==> src/rtl/seg_map_pkg.sv <==
package seg_map_pkg;
    localparam logic [7:0] KIND_MAIN  = 8'h17;
    localparam logic [7:0] KIND_OVR   = 8'h13;
    localparam logic [7:0] KIND_CACHE = 8'h15;
    localparam int         POS_KIND   = 4;
    localparam int         POS_LHI    = 6;
    localparam int         POS_LLO    = 7;

    typedef enum logic [2:0] {
        ST_IDLE,
        ST_CLEAR,
        ST_PASS_BASE,
        ST_PASS_OVR,
        ST_COMMIT,
        ST_READY
    } scan_state_t;
endpackage

==> src/rtl/seg_map_table.sv <==
module seg_map_table #(
    parameter int DEPTH = 20,
    parameter int IDX_W = 5,
    parameter int ENT_W = 5
) (
    input  logic             clk,
    input  logic             wr_en,
    input  logic [IDX_W-1:0] wr_idx,
    input  logic [ENT_W-1:0] wr_ent,
    input  logic [IDX_W-1:0] rd_idx,
    output logic [ENT_W-1:0] rd_ent
);
    logic [ENT_W-1:0] mem [DEPTH];

    always_ff @(posedge clk) begin
        if (wr_en) begin
            mem[wr_idx] <= wr_ent;
        end
        rd_ent <= mem[rd_idx];
    end
endmodule

==> src/rtl/seg_rec_decode.sv <==
module seg_rec_decode
    import seg_map_pkg::*;
#(
    parameter int TBL_DEPTH = 20
) (
    input  logic [127:0] spare,
    input  logic         ovr_pass,
    output logic [15:0]  lidx,
    output logic         map_hit,
    output logic         cache_hit
);
    logic [7:0] kind;
    logic       in_range;

    always_comb begin
        kind      = spare[8*POS_KIND +: 8];
        lidx      = {spare[8*POS_LHI +: 8], spare[8*POS_LLO +: 8]};
        in_range  = (lidx < 16'(TBL_DEPTH));
        map_hit   = in_range && (ovr_pass ? (kind == KIND_OVR) : (kind == KIND_MAIN));
        cache_hit = !ovr_pass && (kind == KIND_CACHE);
    end
endmodule

==> src/rtl/seg_scan_walk.sv <==
module seg_scan_walk #(
    parameter int NUM_BANKS_MAX = 4,
    parameter int SEGS_PER_BANK = 6,
    parameter int BANK_W        = 2,
    parameter int BANKC_W       = 3,
    parameter int PSEG_W        = 3
) (
    input  logic               clk,
    input  logic               rst_n,
    input  logic               restart,
    input  logic               step,
    input  logic [BANKC_W-1:0] num_banks,
    output logic [BANK_W-1:0]  cur_bank,
    output logic [PSEG_W-1:0]  cur_seg,
    output logic               at_last
);
    logic [BANKC_W-1:0] nb_q;
    logic               seg_end;

    always_comb begin
        seg_end = (cur_seg == PSEG_W'(SEGS_PER_BANK - 1));
        at_last = seg_end && (BANKC_W'(cur_bank) == nb_q - BANKC_W'(1));
    end

    always_ff @(posedge clk or negedge rst_n) begin
        if (!rst_n) begin
            nb_q     <= '0;
            cur_bank <= '0;
            cur_seg  <= '0;
        end else if (restart) begin
            nb_q     <= num_banks;
            cur_bank <= '0;
            cur_seg  <= '0;
        end else if (step) begin
            if (at_last) begin
                cur_bank <= '0;
                cur_seg  <= '0;
            end else if (seg_end) begin
                cur_bank <= cur_bank + BANK_W'(1);
                cur_seg  <= '0;
            end else begin
                cur_seg  <= cur_seg + PSEG_W'(1);
            end
        end
    end

    AST_BANK_IN_RANGE: assert property (@(posedge clk) disable iff (!rst_n)
        (nb_q != '0) |-> (BANKC_W'(cur_bank) < nb_q));
endmodule

==> src/rtl/seg_map_builder.sv <==
module seg_map_builder
    import seg_map_pkg::*;
#(
    parameter int NUM_BANKS_MAX = 4,
    parameter int SEGS_PER_BANK = 6,
    parameter int TBL_DEPTH     = 20,
    parameter int MAX_CACHE     = 8,
    localparam int BANK_W  = (NUM_BANKS_MAX > 1) ? $clog2(NUM_BANKS_MAX) : 1,
    localparam int BANKC_W = $clog2(NUM_BANKS_MAX + 1),
    localparam int PSEG_W  = $clog2(SEGS_PER_BANK + 1),
    localparam int CNT_W   = $clog2(MAX_CACHE + 1)
) (
    input  logic               clk,
    input  logic               rst_n,
    input  logic               start,
    input  logic [BANKC_W-1:0] num_banks,
    input  logic               rec_valid,
    output logic               rec_ready,
    input  logic [BANK_W-1:0]  rec_bank,
    input  logic [PSEG_W-1:0]  rec_pseg,
    input  logic [127:0]       rec_spare,
    output logic               done,
    output logic [CNT_W-1:0]   cache_segs,
    output logic               cache_overflow,
    input  logic               lk_req,
    input  logic [15:0]        lk_idx,
    output logic               lk_ack,
    output logic               lk_hit,
    output logic [BANK_W-1:0]  lk_bank,
    output logic [PSEG_W-1:0]  lk_pseg
);
    localparam int IDX_W = (TBL_DEPTH > 1) ? $clog2(TBL_DEPTH) : 1;
    localparam int ENT_W = BANK_W + PSEG_W;
    localparam logic [ENT_W-1:0] EMPTY = '1;

    scan_state_t      st, nxt;
    logic [IDX_W-1:0] clr_idx;
    logic             in_ovr;
    logic             pend_map;
    logic [IDX_W-1:0] pend_idx;
    logic [ENT_W-1:0] pend_ent;
    logic             lk_inr;
    logic             start_acc, hs;
    logic [15:0]      dec_lidx;
    logic             dec_map, dec_cache;
    logic [BANK_W-1:0] walk_bank;
    logic [PSEG_W-1:0] walk_seg;
    logic             walk_last;
    logic             tbl_we;
    logic [IDX_W-1:0] tbl_widx, tbl_ridx;
    logic [ENT_W-1:0] tbl_went, tbl_rent;

    seg_rec_decode #(.TBL_DEPTH(TBL_DEPTH)) u_dec (
        .spare(rec_spare), .ovr_pass(st == ST_PASS_OVR),
        .lidx(dec_lidx), .map_hit(dec_map), .cache_hit(dec_cache)
    );

    seg_scan_walk #(
        .NUM_BANKS_MAX(NUM_BANKS_MAX), .SEGS_PER_BANK(SEGS_PER_BANK),
        .BANK_W(BANK_W), .BANKC_W(BANKC_W), .PSEG_W(PSEG_W)
    ) u_walk (
        .clk(clk), .rst_n(rst_n), .restart(start_acc), .step(st == ST_COMMIT),
        .num_banks(num_banks), .cur_bank(walk_bank), .cur_seg(walk_seg),
        .at_last(walk_last)
    );

    seg_map_table #(.DEPTH(TBL_DEPTH), .IDX_W(IDX_W), .ENT_W(ENT_W)) u_tbl (
        .clk(clk), .wr_en(tbl_we), .wr_idx(tbl_widx), .wr_ent(tbl_went),
        .rd_idx(tbl_ridx), .rd_ent(tbl_rent)
    );

    // next state
    always_comb begin
        nxt = st;
        unique case (st)
            ST_IDLE, ST_READY: if (start) nxt = ST_CLEAR;
            ST_CLEAR:          if (clr_idx == IDX_W'(TBL_DEPTH - 1)) nxt = ST_PASS_BASE;
            ST_PASS_BASE,
            ST_PASS_OVR:       if (rec_valid) nxt = ST_COMMIT;
            ST_COMMIT: begin
                if (walk_last) nxt = in_ovr ? ST_READY : ST_PASS_OVR;
                else           nxt = in_ovr ? ST_PASS_OVR : ST_PASS_BASE;
            end
            default:           nxt = ST_IDLE;
        endcase
    end

    // state register
    always_ff @(posedge clk or negedge rst_n) begin
        if (!rst_n) st <= ST_IDLE;
        else        st <= nxt;
    end

    // outputs and table port control
    always_comb begin
        rec_ready = (st == ST_PASS_BASE) || (st == ST_PASS_OVR);
        done      = (st == ST_READY);
        start_acc = start && ((st == ST_IDLE) || (st == ST_READY));
        hs        = rec_valid && rec_ready;
        tbl_we    = (st == ST_CLEAR) || ((st == ST_COMMIT) && pend_map);
        tbl_widx  = (st == ST_CLEAR) ? clr_idx : pend_idx;
        tbl_went  = (st == ST_CLEAR) ? EMPTY : pend_ent;
        tbl_ridx  = (lk_idx < 16'(TBL_DEPTH)) ? lk_idx[IDX_W-1:0] : '0;
        lk_hit    = lk_ack && lk_inr && (tbl_rent != EMPTY);
        lk_bank   = tbl_rent[ENT_W-1 -: BANK_W];
        lk_pseg   = tbl_rent[PSEG_W-1:0];
    end

    // datapath registers
    always_ff @(posedge clk or negedge rst_n) begin
        if (!rst_n) begin
            clr_idx        <= '0;
            in_ovr         <= 1'b0;
            pend_map       <= 1'b0;
            pend_idx       <= '0;
            pend_ent       <= '0;
            cache_segs     <= '0;
            cache_overflow <= 1'b0;
            lk_ack         <= 1'b0;
            lk_inr         <= 1'b0;
        end else begin
            lk_ack <= lk_req && done;
            lk_inr <= (lk_idx < 16'(TBL_DEPTH));
            if (start_acc) begin
                clr_idx        <= '0;
                in_ovr         <= 1'b0;
                cache_segs     <= '0;
                cache_overflow <= 1'b0;
            end
            if (st == ST_CLEAR) clr_idx <= clr_idx + IDX_W'(1);
            if (hs) begin
                pend_map <= dec_map;
                pend_idx <= dec_lidx[IDX_W-1:0];
                pend_ent <= {rec_bank, rec_pseg};
                if (dec_cache) begin
                    if (cache_segs == CNT_W'(MAX_CACHE)) cache_overflow <= 1'b1;
                    else                                 cache_segs <= cache_segs + CNT_W'(1);
                end
            end
            if ((st == ST_COMMIT) && walk_last) in_ovr <= 1'b1;
        end
    end

    AST_BACKPRESSURE: assert property (@(posedge clk) disable iff (!rst_n)
        (rec_valid && rec_ready) |=> !rec_ready);
    AST_SCAN_ORDER: assert property (@(posedge clk) disable iff (!rst_n)
        (rec_valid && rec_ready) |-> (rec_bank == walk_bank && rec_pseg == walk_seg));
    AST_CACHE_CAP: assert property (@(posedge clk) disable iff (!rst_n)
        cache_segs <= CNT_W'(MAX_CACHE));
    AST_OVF_STICKY: assert property (@(posedge clk) disable iff (!rst_n)
        (cache_overflow && !start) |=> cache_overflow);
    AST_LK_LATENCY: assert property (@(posedge clk) disable iff (!rst_n)
        (lk_req && done) |=> lk_ack);
    AST_HIT_NEEDS_ACK: assert property (@(posedge clk) disable iff (!rst_n)
        lk_hit |-> lk_ack);
    AST_DONE_NO_READY: assert property (@(posedge clk) disable iff (!rst_n)
        done |-> !rec_ready);
endmodule

==> config.mk <==
export PLATFORM = sky130hd
export DESIGN_NAME = seg_map_builder
export DESIGN_NICKNAME = d
export VERILOG_FILES = /design/src/rtl/seg_map_pkg.sv /design/src/rtl/seg_map_table.sv /design/src/rtl/seg_rec_decode.sv /design/src/rtl/seg_scan_walk.sv /design/src/rtl/seg_map_builder.sv
export SDC_FILE = /design/constraint.sdc
export NUM_CORES = 1
export LEC_CHECK = 0
export BUFFER_PORTS_ARGS = -buffer_cell sky130_fd_sc_hd__buf_4
export CAP_MARGIN = 20
export CORE_ASPECT_RATIO = 0.6
export CORE_UTILIZATION = 25
export DETAILED_ROUTE_END_ITERATION = 8
export GPL_TIMING_DRIVEN = 0
export HOLD_SLACK_MARGIN = 0.15
export PLACE_DENSITY = 0.52
export SYNTH_ARGS = -nofsm -noshare
export SYNTH_HDL_FRONTEND = slang
export SYNTH_SLANG_ARGS = --single-unit
==> constraint.sdc <==
create_clock -name clk -period 2.12 [get_ports clk]
set_clock_uncertainty 0.1 [all_clocks]
set_input_delay 0.106 -clock clk [delete_from_list [all_inputs] [get_ports clk]]
set_output_delay 0.106 -clock clk [all_outputs]
set_load 0.1 [all_outputs]
After elaboration in Yosys (flattened, before gate mapping). Memory sizes are Yosys's and may differ from the RTL's. A register that Yosys moved wholly into a read port is not among the register bits. Index checks and enable logic that the tools add are counted. Widths: inputs -> output; s select.

Logic and storage cells: 93. Register bits after elaboration: 35. Memories: 1. Output and inout bits: 14. RAM bits: 100. Input bits: 157.

Memory list: u_tbl.mem (depth 20, width 5, read ports 1, clocked after memory_dff 1, write ports 1, line seg_map_table.sv:13) `logic [ENT_W-1:0] mem [DEPTH];`.

Mux-type cells: 33. Reductions and logical operators: 23. Add/sub/neg operators: 5. Equal/unequal tests: 16. Magnitude comparators: 2.

Operators with widths (number): $lt 16x5->1 const B (2); $mux 3 (9); $mux 5 (5); $eq 8x5->1 const B (3); $mux 4 (4); $pmux 3 s4 (1); $logic_and 1x1->1 (10); $mux 1 (10); $eq 3x3->1 const B (3); $mux 2 (4); $eq 3x2->1 const B (2); $ne 2x2->1 const B (3); $reduce_bool 2->1 (3); $add 5x1->5 const B (1); $eq 5x5->1 const B (1); $ne 5x5->1 const B (1); $add 4x1->4 const B (1); $eq 4x4->1 const B (1); $reduce_or 2->1 (2); $add 3x1->3 const B (1); $eq 2x3->1 (1); $eq 3x1->1 const B (1); $logic_not 3->1 (1); $logic_or 1x1->1 (3); other kinds (6) (6).

Logic depth before layout (Yosys ltp).
Word-level depth: 7. Gate-level depth with buffers: 10.

Cells and area by module. A second synthesis with hierarchy kept.

Cells, all modules: 431. Area, all modules: 6266.0 µm².

Modules (own cells, without submodules): seg_map_table (times used 1, cells each 217, area each 4150.2 µm²); seg_map_builder (times used 1, cells each 146, area each 1461.4 µm²); seg_scan_walk (times used 1, cells each 41, area each 447.9 µm²); seg_rec_decode (times used 1, cells each 27, area each 206.4 µm²).

Worst setup path after synthesis. No wires, ideal clock.

Path kind: register -> output. From: register lk_ack. To: output lk_hit. Stages on the path, launching flop included: 3. Path slack: -0.658 ns. Buffers on the path: 0. Arrival time: 2.572 ns. Cell sequence: dfrtp_1 -> nand2_1 -> a31oi_1.

Cells in the longest elaborated chain, start to end: 2.

Ends and longest elaborated chain: from (decl) (line seg_map_builder.sv:27) `output logic lk_ack,`; from (signal assigned) (line seg_map_builder.sv:122) `lk_ack <= lk_req && done;`; $logic_and 1x1->1 (2 in series) (line seg_map_builder.sv:104) `lk_hit = lk_ack && lk_inr && (tbl_rent != EMPTY);`; to (decl) (line seg_map_builder.sv:28) `output logic lk_hit,`.

No other way between the ends.

Worst setup path in the final report.
From: register st[1]. To: register pend_ent[2].

Cells in the longest elaborated chain, start to end: 3. Elaborated cells on any way between the ends: 4. Those cells by class: eq/ne: 2; reduce/logical: 2.

Ends and longest elaborated chain: from (decl) (line seg_map_builder.sv:36) `scan_state_t st, nxt;`; from (signal assigned) (line seg_map_builder.sv:91) `else st <= nxt;`; $eq 3x2->1 (line seg_map_builder.sv:96) `rec_ready = (st == ST_PASS_BASE) || (st == ST_PASS_OVR);`; $logic_or 1x1->1 * (line seg_map_builder.sv:96); $logic_and 1x1->1 * (line seg_map_builder.sv:99) `hs = rec_valid && rec_ready;`; to (signal assigned) (line seg_map_builder.sv:134) `pend_ent <= {rec_bank, rec_pseg};`; to (decl) (line seg_map_builder.sv:41) `logic [ENT_W-1:0] pend_ent;`.

Every way passes the cells marked *; elsewhere a longest branch is shown, timed or not. A chain may end at the register's enable or synchronous reset.

==> metrics.txt <==
Sw Share 34.02%; clock latency on the worst-skew pair 0.43 ns; unique cell type count in the Yosys netlist 59; die area 25620 µm²; share of the synthesized area in the top cell type 48.12%; core area 24330 µm²; type of origin of the critical path flop; WL final 17470 µm; register bit total from synthesis 140; fin crit share 96.72%; CP max FO 7; vias in the first global route 4836; final count of negative-setup-slack endpoints 0; I/O pins 171; met1 Use GR 20.13%; Sink Count 140; area leader, netlist edfxtp_1; Comb power frac 30.6%; CTS tree done; Max Clk Rate 487.7 MHz; die width 206.0 µm; list of most frequent post-synthesis cells edfxtp_1, nor2_1, nand2_1; most frequent cell after synthesis edfxtp_1; Worst VDD drop 0.5331 mV; Slew Limit Fails 0; Power, Total 10540 µW; status finished, final reports clean; crit end category flop; CTS root buf clkbuf_16; clock power share 31.0%; FFs w/ async S/R, synth 25.00%; dpl cells 893; NumNets Final 797; CTS max path bufs 2; leakage 0.003193 µW; PwrDens 1219 nW/µm²; share of cells above drive strength 1 31.90%; CP Data Required Time 2.33 ns; row count 44; number of synthesized flops with an enable pin 100; switching pwr 3586 µW; routed vias/inst 4.836; HPWL after detailed placement 12120 µm; fin area 8645 µm²; arrival time worst endpoint 2.26 ns; ys flop type edfxtp_1; WL/cell 17.99 µm; CP Cell Sequence buf_4 -> nand2b_4 -> clkinvlp_4 -> nand2_4 -> mux2_2 -> dlygate4sd3_1; Post-Syn Area per Cell 12.29 µm²; vias after detailed routing 4696; drt first pass iters 7; Seq/Total Area, Yosys 63.75%; area growth from synthesis to layout 38.51%; Non-Filler Instances 971; die height 124.4 µm; grt peak-use layer met2; setup TNS 0 ns; hold_ws 0.1702 ns; Fin. Hold Viols 0; register clock-pin slew on the reported worst setup and hold paths 0.06 ns; placed instance area 7207 µm²; largest net degree at the start of global routing 36; DRT iter0 DRCs 355; GP Congestion 0.8787; GR Overflow Total 0; Post-Synthesis Cells 508; crit path buf inv count 3; GRT Util Overall 14.14%; kind of critical path flop to flop; DRC Markers 0; htree depth 4; Reg power frac 38.4%; number of routed nets with antenna violations 0; diodes inserted 0; Yosys warning count 0; Slew headroom 61.11%; minimum clock period after layout 2.050 ns; P_int 6954 µW; initial antenna violation count 0; Starting Density 25.65%; met2 Use GR 20.39%; delay-heaviest family, CP buffers and inverters; worst slew pin tran 0.5833 ns; met3 GRT Util 4.710%; total clock buffers created by CTS 17; post-synthesis cell area 6241 µm²; CP max stage cell dlygate4sd3_1; first-pass GRT wire length 27040 µm; syn_nets 669; largest cells by area after synthesis edfxtp_1, dfrtp_1, nor2_1; Hold Path Class input port to flop; IO buf count 63; Crit path largest cell delay 0.56 ns; maxcap violations 0
## placed cells by master, fill, tap and decap left out, types with 5 or more instances in the layout
cell | synthesis | routed
edfxtp_1 | 100 | 100
buf_4 | 0 | 78
nand2_1 | 37 | 34
dfrtp_1 | 35 | 34
dlygate4sd3_1 | 0 | 33
nor2_1 | 55 | 32
o21ai_0 | 28 | 25
nor2_4 | 0 | 22
mux2i_1 | 19 | 17
clkbuf_16 | 0 | 17
a21oi_1 | 16 | 15
mux2_2 | 14 | 14
nor3_1 | 16 | 13
nand3_1 | 13 | 13
a211oi_1 | 9 | 9
inv_1 | 9 | 8
o21ai_1 | 4 | 7
clkbuf_2 | 1 | 7
and2_1 | 7 | 7
nand2b_2 | 0 | 7
clkbuf_1 | 14 | 6
buf_2 | 8 | 6
nor2b_1 | 7 | 6
o221ai_1 | 6 | 6
a221o_1 | 5 | 5
o2111ai_1 | 5 | 5
a31oi_1 | 7 | 5
inv_6 | 0 | 5
dfxtp_1 | 5 | 5
## routing by layer
layer	part of all wire, %	vias to the layer above
met4	1.0	0
met5	0	-
met2	44	147
met1	48	2357
met3	6.7	12
li1	-	2180
## tightest hold or removal path: stages
cell and delay (ns):
buf_4 0.10, nor4_4 0.04, nand4_1 0.10, inv_2 0.07
buf_2 0.20
## power by group through the flow
stage	logic (µW)	clock network, µW	registers, µW
floorplan	1490	0	4130
global placement	2340	0	4060
detailed placement	2410	0	4080
CTS	2980	3300	4040
global route	3490	3420	4090
finish	3230	3260	4050
## registers in the layout, summed over array words and instances, names as in the netlist
| name | count |
|---|---|
| cache_overflow | 1 |
| pend_map | 1 |
| in_ovr | 1 |
| cache_segs | 4 |
| u_walk.cur_bank | 2 |
| clr_idx | 5 |
| u_walk.cur_seg | 3 |
| lk_inr | 1 |
| u_walk.nb_q | 3 |
| pend_ent | 5 |
| lk_ack | 1 |
| pend_idx | 5 |
| u_tbl.rd_ent | 5 |
| u_tbl.mem | 100 |
| st | 3 |
## what timing repair did
action / CTS / global route
hold buffers: 33 / 2
endpoints found under the hold margin: 63 / 4
pin swaps: 9 / 8
gates resized for setup: 58 / 28
setup endpoints to repair: 202 / 135
setup buffers: 2 / 11
## area by class of cell
class / count / area (µm²)
fill: 2352 / 15690
sequential: 140 / 3980
multi-input combinational: 333 / 2521
timing repair buffer: 110 / 920.9
clock buffer: 20 / 466.7
tap: 322 / 402.9
clock inverter: 12 / 180.2
buffer: 23 / 127.6
inverter: 11 / 45.04
## cells by family (layout without fill, tap and decap cells)
kind of cell / Yosys count / after routing / share of synthesized area (%)
XOR/XNOR: 7 / 7 / 0.9824
AND/OR/NAND/NOR: 189 / 189 / 15.92
buffers and inverters: 35 / 176 / 2.406
multiplexers: 33 / 33 / 5.573
flip-flops: 140 / 140 / 63.75
adder cells (fa/ha/maj): 4 / 4 / 0.8020
AO/OA/AOI/OAI: 100 / 100 / 10.57
## final timing paths
| check | end | from | slack [ns] | cells after the start |
|---|---|---|---|---|
| max | pend_ent[2]$_DFFE_PN0P_ | st[1]$_DFFE_PN0P_ | 0.07 | 6 |
| min | lk_inr$_DFF_PN0_ | lk_idx[5] | 0.17 | 5 |
| max reg2reg | pend_ent[2]$_DFFE_PN0P_ | st[1]$_DFFE_PN0P_ | 0.07 | 6 |
| min reg2reg | pend_ent[3]$_DFFE_PN0P_ | pend_ent[3]$_DFFE_PN0P_ | 0.40 | 1 |
| max in group asynchronous | st[1]$_DFFE_PN0P_ | rst_n | 1.10 | 4 |
| min in group asynchronous | u_walk.nb_q[1]$_DFFE_PN0P_ | rst_n | 0.63 | 4 |
## stage by stage
stage / worst slack (ns) / utilization [%]
after floorplan: -0.1211 / -
after global placement: -0.5513 / 29.62
after detailed placement: -0.5955 / 29.62
after CTS: 0.004597 / 34.76
after global routing: -0.02807 / 35.53
final: 0.06958 / 35.53
No activity file was read; power rests on OpenSTA's default activity.
